**src/rtl/cmov_pkg.sv**
```systemverilog
package cmov_pkg;
    typedef enum logic [1:0] {
        SRC_FLT  = 2'd0,
        SRC_INT  = 2'd1,
        SRC_REG  = 2'd2,
        SRC_NONE = 2'd3
    } src_e;

    // instruction field positions
    localparam int COND_LSB   = 14;
    localparam int INV_BIT    = 17;
    localparam int FSEL_LSB   = 11;
    localparam int XFLAG_BIT  = 12;
    localparam int RCOND_LSB  = 10;
    localparam int RINV_BIT   = 12;
    localparam int RSPEC_LSB  = 14;
    localparam int RSPEC_W    = 5;

    // status word field positions
    localparam int FCC0_LSB   = 10;
    localparam int FCCX_BASE  = 30;
    localparam int FSR_MIN_W  = 38;
endpackage

```
**src/rtl/fcc_eval.sv**
```systemverilog
module fcc_eval
    import cmov_pkg::*;
#(
    parameter int FSR_W = 64
) (
    input  logic [2:0]       cond,
    input  logic             inv,
    input  logic [1:0]       fsel,
    input  logic [FSR_W-1:0] fsr,
    output logic             hit
);
    logic [1:0] code;
    logic       base;

    always_comb begin
        unique case (fsel)
            2'd0: code = fsr[FCC0_LSB +: 2];
            2'd1: code = fsr[FCCX_BASE + 2 +: 2];
            2'd2: code = fsr[FCCX_BASE + 4 +: 2];
            default: code = fsr[FCCX_BASE + 6 +: 2];
        endcase
    end

    always_comb begin
        unique case (cond)
            3'd0: base = 1'b0;
            3'd1: base = (code != 2'd0);
            3'd2: base = (code == 2'd1) || (code == 2'd2);
            3'd3: base = code[0];
            3'd4: base = (code == 2'd1);
            3'd5: base = code[1];
            3'd6: base = (code == 2'd2);
            default: base = (code == 2'd3);
        endcase
        hit = base ^ inv;
    end
endmodule

```
**src/rtl/icc_eval.sv**
```systemverilog
module icc_eval (
    input  logic [2:0] cond,
    input  logic       inv,
    input  logic       wide,
    input  logic [7:0] icc,
    output logic       hit
);
    logic [3:0] nib;
    logic       f_n, f_z, f_v, f_c;
    logic       base;

    always_comb begin
        nib = wide ? icc[7:4] : icc[3:0];
        f_n = nib[3];
        f_z = nib[2];
        f_v = nib[1];
        f_c = nib[0];
    end

    always_comb begin
        unique case (cond)
            3'd0: base = 1'b0;
            3'd1: base = f_z;
            3'd2: base = f_z | (f_n ^ f_v);
            3'd3: base = f_n ^ f_v;
            3'd4: base = f_c | f_z;
            3'd5: base = f_c;
            3'd6: base = f_n;
            default: base = f_v;
        endcase
        hit = base ^ inv;
    end
endmodule

```
**src/rtl/reg_eval.sv**
```systemverilog
module reg_eval
    import cmov_pkg::*;
#(
    parameter int VAL_W = 64
) (
    input  logic [1:0]         cond,
    input  logic               inv,
    input  logic [RSPEC_W-1:0] spec,
    input  logic [VAL_W-1:0]   rval,
    output logic               hit
);
    logic [VAL_W-1:0] val;
    logic             is_zero, is_neg, base;

    always_comb begin
        val     = (spec == '0) ? '0 : rval;
        is_zero = (val == '0);
        is_neg  = val[VAL_W-1];
        unique case (cond)
            2'd0: base = 1'b0;
            2'd1: base = is_zero;
            2'd2: base = is_zero | is_neg;
            default: base = is_neg;
        endcase
        hit = base ^ inv;
    end
endmodule

```
**src/rtl/cmov_pred.sv**
```systemverilog
module cmov_pred
    import cmov_pkg::*;
#(
    parameter int FSR_W   = 64,
    parameter int VAL_W   = 64,
    parameter bit REG_OUT = 1'b1
) (
    input  logic             clk,
    input  logic             rst_n,
    input  logic [1:0]       src,
    input  logic [31:0]      instr,
    input  logic [FSR_W-1:0] fsr,
    input  logic [7:0]       icc,
    input  logic [VAL_W-1:0] rval,
    output logic             take
);
    logic hit_flt, hit_int, hit_reg, decide;
    src_e sel;

    fcc_eval #(.FSR_W(FSR_W)) u_flt (
        .cond (instr[COND_LSB +: 3]),
        .inv  (instr[INV_BIT]),
        .fsel (instr[FSEL_LSB +: 2]),
        .fsr  (fsr),
        .hit  (hit_flt)
    );

    icc_eval u_int (
        .cond (instr[COND_LSB +: 3]),
        .inv  (instr[INV_BIT]),
        .wide (instr[XFLAG_BIT]),
        .icc  (icc),
        .hit  (hit_int)
    );

    reg_eval #(.VAL_W(VAL_W)) u_reg (
        .cond (instr[RCOND_LSB +: 2]),
        .inv  (instr[RINV_BIT]),
        .spec (instr[RSPEC_LSB +: RSPEC_W]),
        .rval (rval),
        .hit  (hit_reg)
    );

    always_comb begin
        sel = src_e'(src);
        unique case (sel)
            SRC_FLT: decide = hit_flt;
            SRC_INT: decide = hit_int;
            SRC_REG: decide = hit_reg;
            default: decide = 1'b0;
        endcase
    end

    logic unused_bits;
    assign unused_bits = ^{instr[31:19], instr[13], fsr};

    generate
        if (REG_OUT) begin : g_reg
            logic take_q;
            always_ff @(posedge clk) begin
                if (!rst_n) take_q <= 1'b0;
                else        take_q <= decide;
            end
            assign take = take_q;

            assert_none_src_R1: assert property (@(posedge clk) disable iff (!rst_n)
                (src == 2'd3) |=> !take);
            assert_flt_never_R3: assert property (@(posedge clk) disable iff (!rst_n)
                (src == 2'd0 && instr[17:14] == 4'b0000) |=> !take);
            assert_inv_always_R4: assert property (@(posedge clk) disable iff (!rst_n)
                ((src == 2'd0 || src == 2'd1) && instr[17:14] == 4'b1000) |=> take);
            assert_neg_lt_R7: assert property (@(posedge clk) disable iff (!rst_n)
                (src == 2'd2 && instr[18:14] != 5'd0 && rval[VAL_W-1]
                 && instr[12:10] == 3'b011) |=> take);
            assert_spec_zero_R8: assert property (@(posedge clk) disable iff (!rst_n)
                (src == 2'd2 && instr[18:14] == 5'd0 && instr[12:10] == 3'b001) |=> take);
        end else begin : g_comb
            assign take = decide;
        end
    endgenerate
endmodule

```
**config.mk**
```make
export PLATFORM = sky130hd
export DESIGN_NAME = cmov_pred
export DESIGN_NICKNAME = d
export VERILOG_FILES = /design/src/rtl/cmov_pkg.sv /design/src/rtl/fcc_eval.sv /design/src/rtl/icc_eval.sv /design/src/rtl/reg_eval.sv /design/src/rtl/cmov_pred.sv
export SDC_FILE = /design/constraint.sdc
export NUM_CORES = 1
export LEC_CHECK = 0
export BUFFER_PORTS_ARGS = -buffer_cell sky130_fd_sc_hd__buf_2
export CAP_MARGIN = 25
export CORE_ASPECT_RATIO = 1.4
export CORE_MARGIN = 10
export CORE_UTILIZATION = 24
export DETAILED_ROUTE_END_ITERATION = 7
export HOLD_SLACK_MARGIN = 0.03
export PLACE_DENSITY_LB_ADDON = 0.25
export SLEW_MARGIN = 20
export SYNTH_ARGS = -nofsm -noshare
export SYNTH_HDL_FRONTEND = slang
export SYNTH_SLANG_ARGS = --single-unit
```
**constraint.sdc**
```tcl
create_clock -name clk -period 5.6 [get_ports clk]
set_input_delay 0.56 -clock clk [delete_from_list [all_inputs] [get_ports clk]]
set_output_delay 0.56 -clock clk [all_outputs]
set_load 0.03 [all_outputs]
```
# [Word level (Yosys, flattened, before mapping)]
# Index checks and enable logic that the tools add are counted.
[op_classes] eq_ne=15 mux=7 bitwise=7 n_reduce_logical=8
[ops] op="$logic_not 64->1" n=1
[ops] op="$mux 64" n=1
[ops] op="$pmux 1 s7" n=2
[ops] op="$eq 2x2->1 const B" n=5
[ops] op="$eq 3x3->1 const B" n=3
[ops] op="$eq 2x1->1 const B" n=4
[ops] op="$eq 3x2->1 const B" n=2
[ops] op="$logic_not 2->1" n=3
[ops] op="$pmux 1 s3" n=2
[ops] op="$pmux 2 s3" n=1
[ops] op="$logic_not 5->1" n=1
[ops] op="$mux 4" n=1
[ops] op="$xor 1x1->1" n=4
[ops] op="$eq 3x1->1 const B" n=1
[ops] op="$logic_not 3->1" n=1
[ops] op="$or 1x1->1" n=3
[ops] op="$reduce_bool 2->1" n=1
[ops] op="$logic_or 1x1->1" n=1
[totals] ff_bits=1 inputBits=172 output_inout_bits=1 wordCells=38

# [Depth between registers and ports, before layout]
[logic_depth] word_depth=7 mapped_depth=12 ltp_nobuf=11

# [Modules after synthesis]
# A second synthesis with hierarchy kept.
[hier_totals] cells_unflattened=77 hier_area_um2=568.0
[by_module_without_submodules] module="reg_eval" n_inst=1 cells_each=36 area_per_inst_um2=252.7
[by_module_without_submodules] module="icc_eval" n_inst=1 cells_each=20 area_per_inst_um2=142.6
[by_module_without_submodules] module="fcc_eval" n_inst=1 cells_each=16 area_per_inst_um2=123.9
[by_module_without_submodules] module="cmov_pred" n_inst=1 cells_each=5 area_per_inst_um2=48.8

# [Worst setup path before layout]
# OpenSTA, ideal clock, no wires.
[synth_timing] path_type="in2reg" startpoint="input instr[12]" endpoint="register g_reg.take_q, in the netlist take" arrival_time_ns=2.413 required_time_ns=5.513 setup_slack_ns=3.100 stages=11 n_path_buf=1 cell_sequence="buf_6 -> mux2_2 -> o21ai_1 -> inv_1 -> ha_1 -> inv_1 -> o311ai_0 -> o32ai_2 -> o311a_1 -> nor3_1 -> nor4b_2"
[synth_via] elab_chain_cells=7
[synth_lines] element="start, declared" line="cmov_pred.sv:11" source="input logic [31:0] instr,"
[synth_lines] element="$eq 2x2->1, or another cell as far along" line="fcc_eval.sv:16" source="unique case (fsel)"
[synth_lines] element="$pmux 2 s3" line="fcc_eval.sv:16"
[synth_lines] element="$eq 2x1->1 / $eq 2x2->1 (equally long branches)" line="fcc_eval.sv:28, fcc_eval.sv:30, fcc_eval.sv:32"
[synth_lines] element="$logic_or 1x1->1" line="fcc_eval.sv:28" source="3'd2: base = (code == 2'd1) || (code == 2'd2);"
[synth_lines] element="$pmux 1 s7" line="fcc_eval.sv:25" source="unique case (cond)"
[synth_lines] element="$xor 1x1->1" line="fcc_eval.sv:35" source="hit = base ^ inv;"
[synth_lines] element="$pmux 1 s3 (*)" line="cmov_pred.sv:46" source="unique case (sel)"
[synth_lines] element="end signal, assigned" line="cmov_pred.sv:62" source="else take_q <= decide;"
[synth_lines] element="end, declared" line="cmov_pred.sv:59" source="logic take_q;"
# Mark *: on every way between the ends. The rest lies on a longest branch, timed or not.
# A chain may end at the register's enable or synchronous reset.

# [Final worst setup path]
# Ends and elaborated chain as after synthesis.

==> results_dict.tcl <==
set metrics [dict create \
    outcome "finished clean" \
    postSynthAreaPerCell_um2 8.00 \
    syn-cell-area_um2 728 \
    pre_cts_ws_ns 2.55 \
    peakVddDrop_uv 37.3 \
    crit_required_ns 5.51 \
    place_area_um2 1200 \
    drive_gt1_share_pct 59.8 \
    crit_chain "buf_2, mux2_2, o21ai_1, inv_1, ha_1, inv_1, o311ai_0, o32ai_2, o311a_1, nor3_1, nor4b_2" \
    cellLeakagePower_nw 0.576 \
    ctsResizeCount 0 \
    grt_pass1_wl_mm 5.58 \
    critPathMaxFanout 16 \
    setup_slack_ns 2.53 \
    post-route-util_pct 41.8 \
    routabilityCongestion 0.918 \
    ys.warnings.count 0 \
    critPathKind "primary input to flop" \
    diodes 0 \
    fin_total_pwr_w 0.0000843 \
    post-dp-hpwl_mm 3.36 \
    start_util_pct 25.3 \
    overflow 0 \
    die_height_um 85.2 \
    syn_inst 91 \
    hp-start "rst_n" \
    num-nets-final 357 \
    postCtsSetupBuffers 0 \
    relSlewSlack_pct 72.2 \
    seq_area_frac_synth_pct 2.75 \
    setup_violations 0 \
    hold_class "primary input to flop" \
    crit_path_start "instr[12]" \
    vias 1105 \
    synth-async-reset-ratio_pct 0 \
    cp_common_cell "inv_1" \
    grt_max_degree 17 \
    maxCapViolCount 0 \
    pin_count 173 \
    drt_wl_total_mm 3.58 \
    crit_arrival_ns 2.98 \
    rsz0062_at_grt "no" \
    portBuffers 92 \
    track_usage_pct 11.5 \
    stdcell_area_um2 1200 \
    n_fill_cell 328 \
    drc 0 \
    wl_per_cell_um 16.6 \
    drt_iter0_markers 20 \
    end_kind "flop" \
    die-area_um2 5670 \
    cts_hold_buf 0 \
    fin_setup_tns_ns 0 \
    fmax_mhz 326 \
    vias_per_cell 5.12 \
    cp_slowest_stage_delay_ns 0.38 \
    grt_pass1_vias 1232 \
    die_w_um 66.6 \
    synth_cell_types 38 \
    flow.area_growth_from_synthesis_pct 65.1 \
    worst_setup_path_start_kind "primary input" \
    fin_crit_ns 3.07 \
    synth_seq_cells 1 \
    ant_nets 0 \
    crit_slowest_cell "mux2_2" \
    synth_nets 267 \
    placementRows 23 \
    tightest_slew_ns 0.411 \
    clk_pin_slew_ns 0 \
    synth-edff-count 0 \
    largest_register_ffs 1 \
    power_density_nw_per_um2 70.1 \
    drv_slew 0 \
    hold_violations 0 \
    synthFlopType "dfxtp_1" \
    first_pass_iters 2 \
    post-route-period-util_pct 54.9 \
    antenna_found_initial 0 \
    coreArea_um2 2880 \
]
## critical path, delay by kind of cell
family | cells | cell delay (ns)
compound gates | 4 | 0.99
fa+ha+maj | 1 | 0.22
buf+inv | 3 | 0.50
mux | 1 | 0.38
simple gates | 2 | 0.33
## kinds of logic after synthesis
logic type / count (synthesis) / share of synthesized area, %
buffers and inverters: 9 / 7.04
and+or+nand+nor: 45 / 42.4
DFF: 1 / 2.75
AOI/OAI and AO/OA: 19 / 21.8
xor gates and xnor gates: 3 / 3.61
muxes: 10 / 15.5
adders and majority gates: 4 / 6.87
## worst paths after layout
check              end  cells past startpoint
setup / recovery  take                     11
hold / removal    take                      3
## routing by layer
layer  global-route usage (%)  part of all wire (%)  vias up
met5                        0                     0        -
met4                    0.956                  0.81        0
met3                     7.11                    17        2
met2                     18.7                    42       82
met1                     12.7                    40      472
li1                         -                     -      549
## report_power, final
part            total (W)  switching, W  internal, W
clock network           0             0            0
logic           0.0000761     0.0000353    0.0000409
registers      0.00000815   0.000000159   0.00000799
## stage by stage
| step | hold WS (ns) | cells |
|---|---|---|
| 2_1_floorplan | 0.716 | 91 |
| 3_3_place_gp | 0.831 | 216 |
| 3_5_place_dp | 0.835 | 216 |
| 4_1_cts | 0.836 | 216 |
| 5_1_grt | 0.864 | 216 |
| 6_report | 0.831 | 216 |
## layout by cell type, fill, tap and decap left out, types with 2 or more instances in the layout
cell | netlist | routed
mux2_2 | 2 | 2
nand2b_1 | 2 | 2
nor2_1 | 3 | 3
nor4b_1 | 4 | 4
a211oi_2 | 2 | 2
nor4_2 | 4 | 4
nand4_1 | 4 | 4
o21ai_0 | 4 | 4
mux2_4 | 2 | 2
inv_1 | 5 | 5
mux2i_1 | 6 | 6
xnor2_1 | 2 | 2
nand2_1 | 6 | 6
ha_1 | 4 | 4
nor4_1 | 13 | 13
buf_2 | 2 | 92
nor3_1 | 3 | 3
nand3b_1 | 2 | 2
## Yosys cell counts, drive strengths merged (2+ instances only)
library cell | count | area share [%]
a211oi | 3 | 4.5
buf | 4 | 4.5
ha | 4 | 6.9
inv | 5 | 2.6
mux2 | 4 | 7.2
mux2i | 6 | 8.2
nand2 | 6 | 3.1
nand2b | 2 | 1.7
nand3b | 2 | 2.1
nand4 | 4 | 3.4
nor2 | 4 | 2.4
nor3 | 3 | 2.1
nor4 | 17 | 18
nor4b | 5 | 6.9
o21ai | 5 | 3.4
xnor2 | 2 | 2.4
## cell type report
| class | count | area (um2) | area share [%] |
|---|---|---|---|
| multi-input cells | 81 | 657 | 54.6 |
| inverters | 5 | 18.8 | 1.56 |
| repair buffers | 92 | 460 | 38.3 |
| well taps | 37 | 46.3 | 3.85 |
| flip-flops and latches | 1 | 20.0 | 1.66 |
Note: power is estimated with default switching activity, not from simulation.
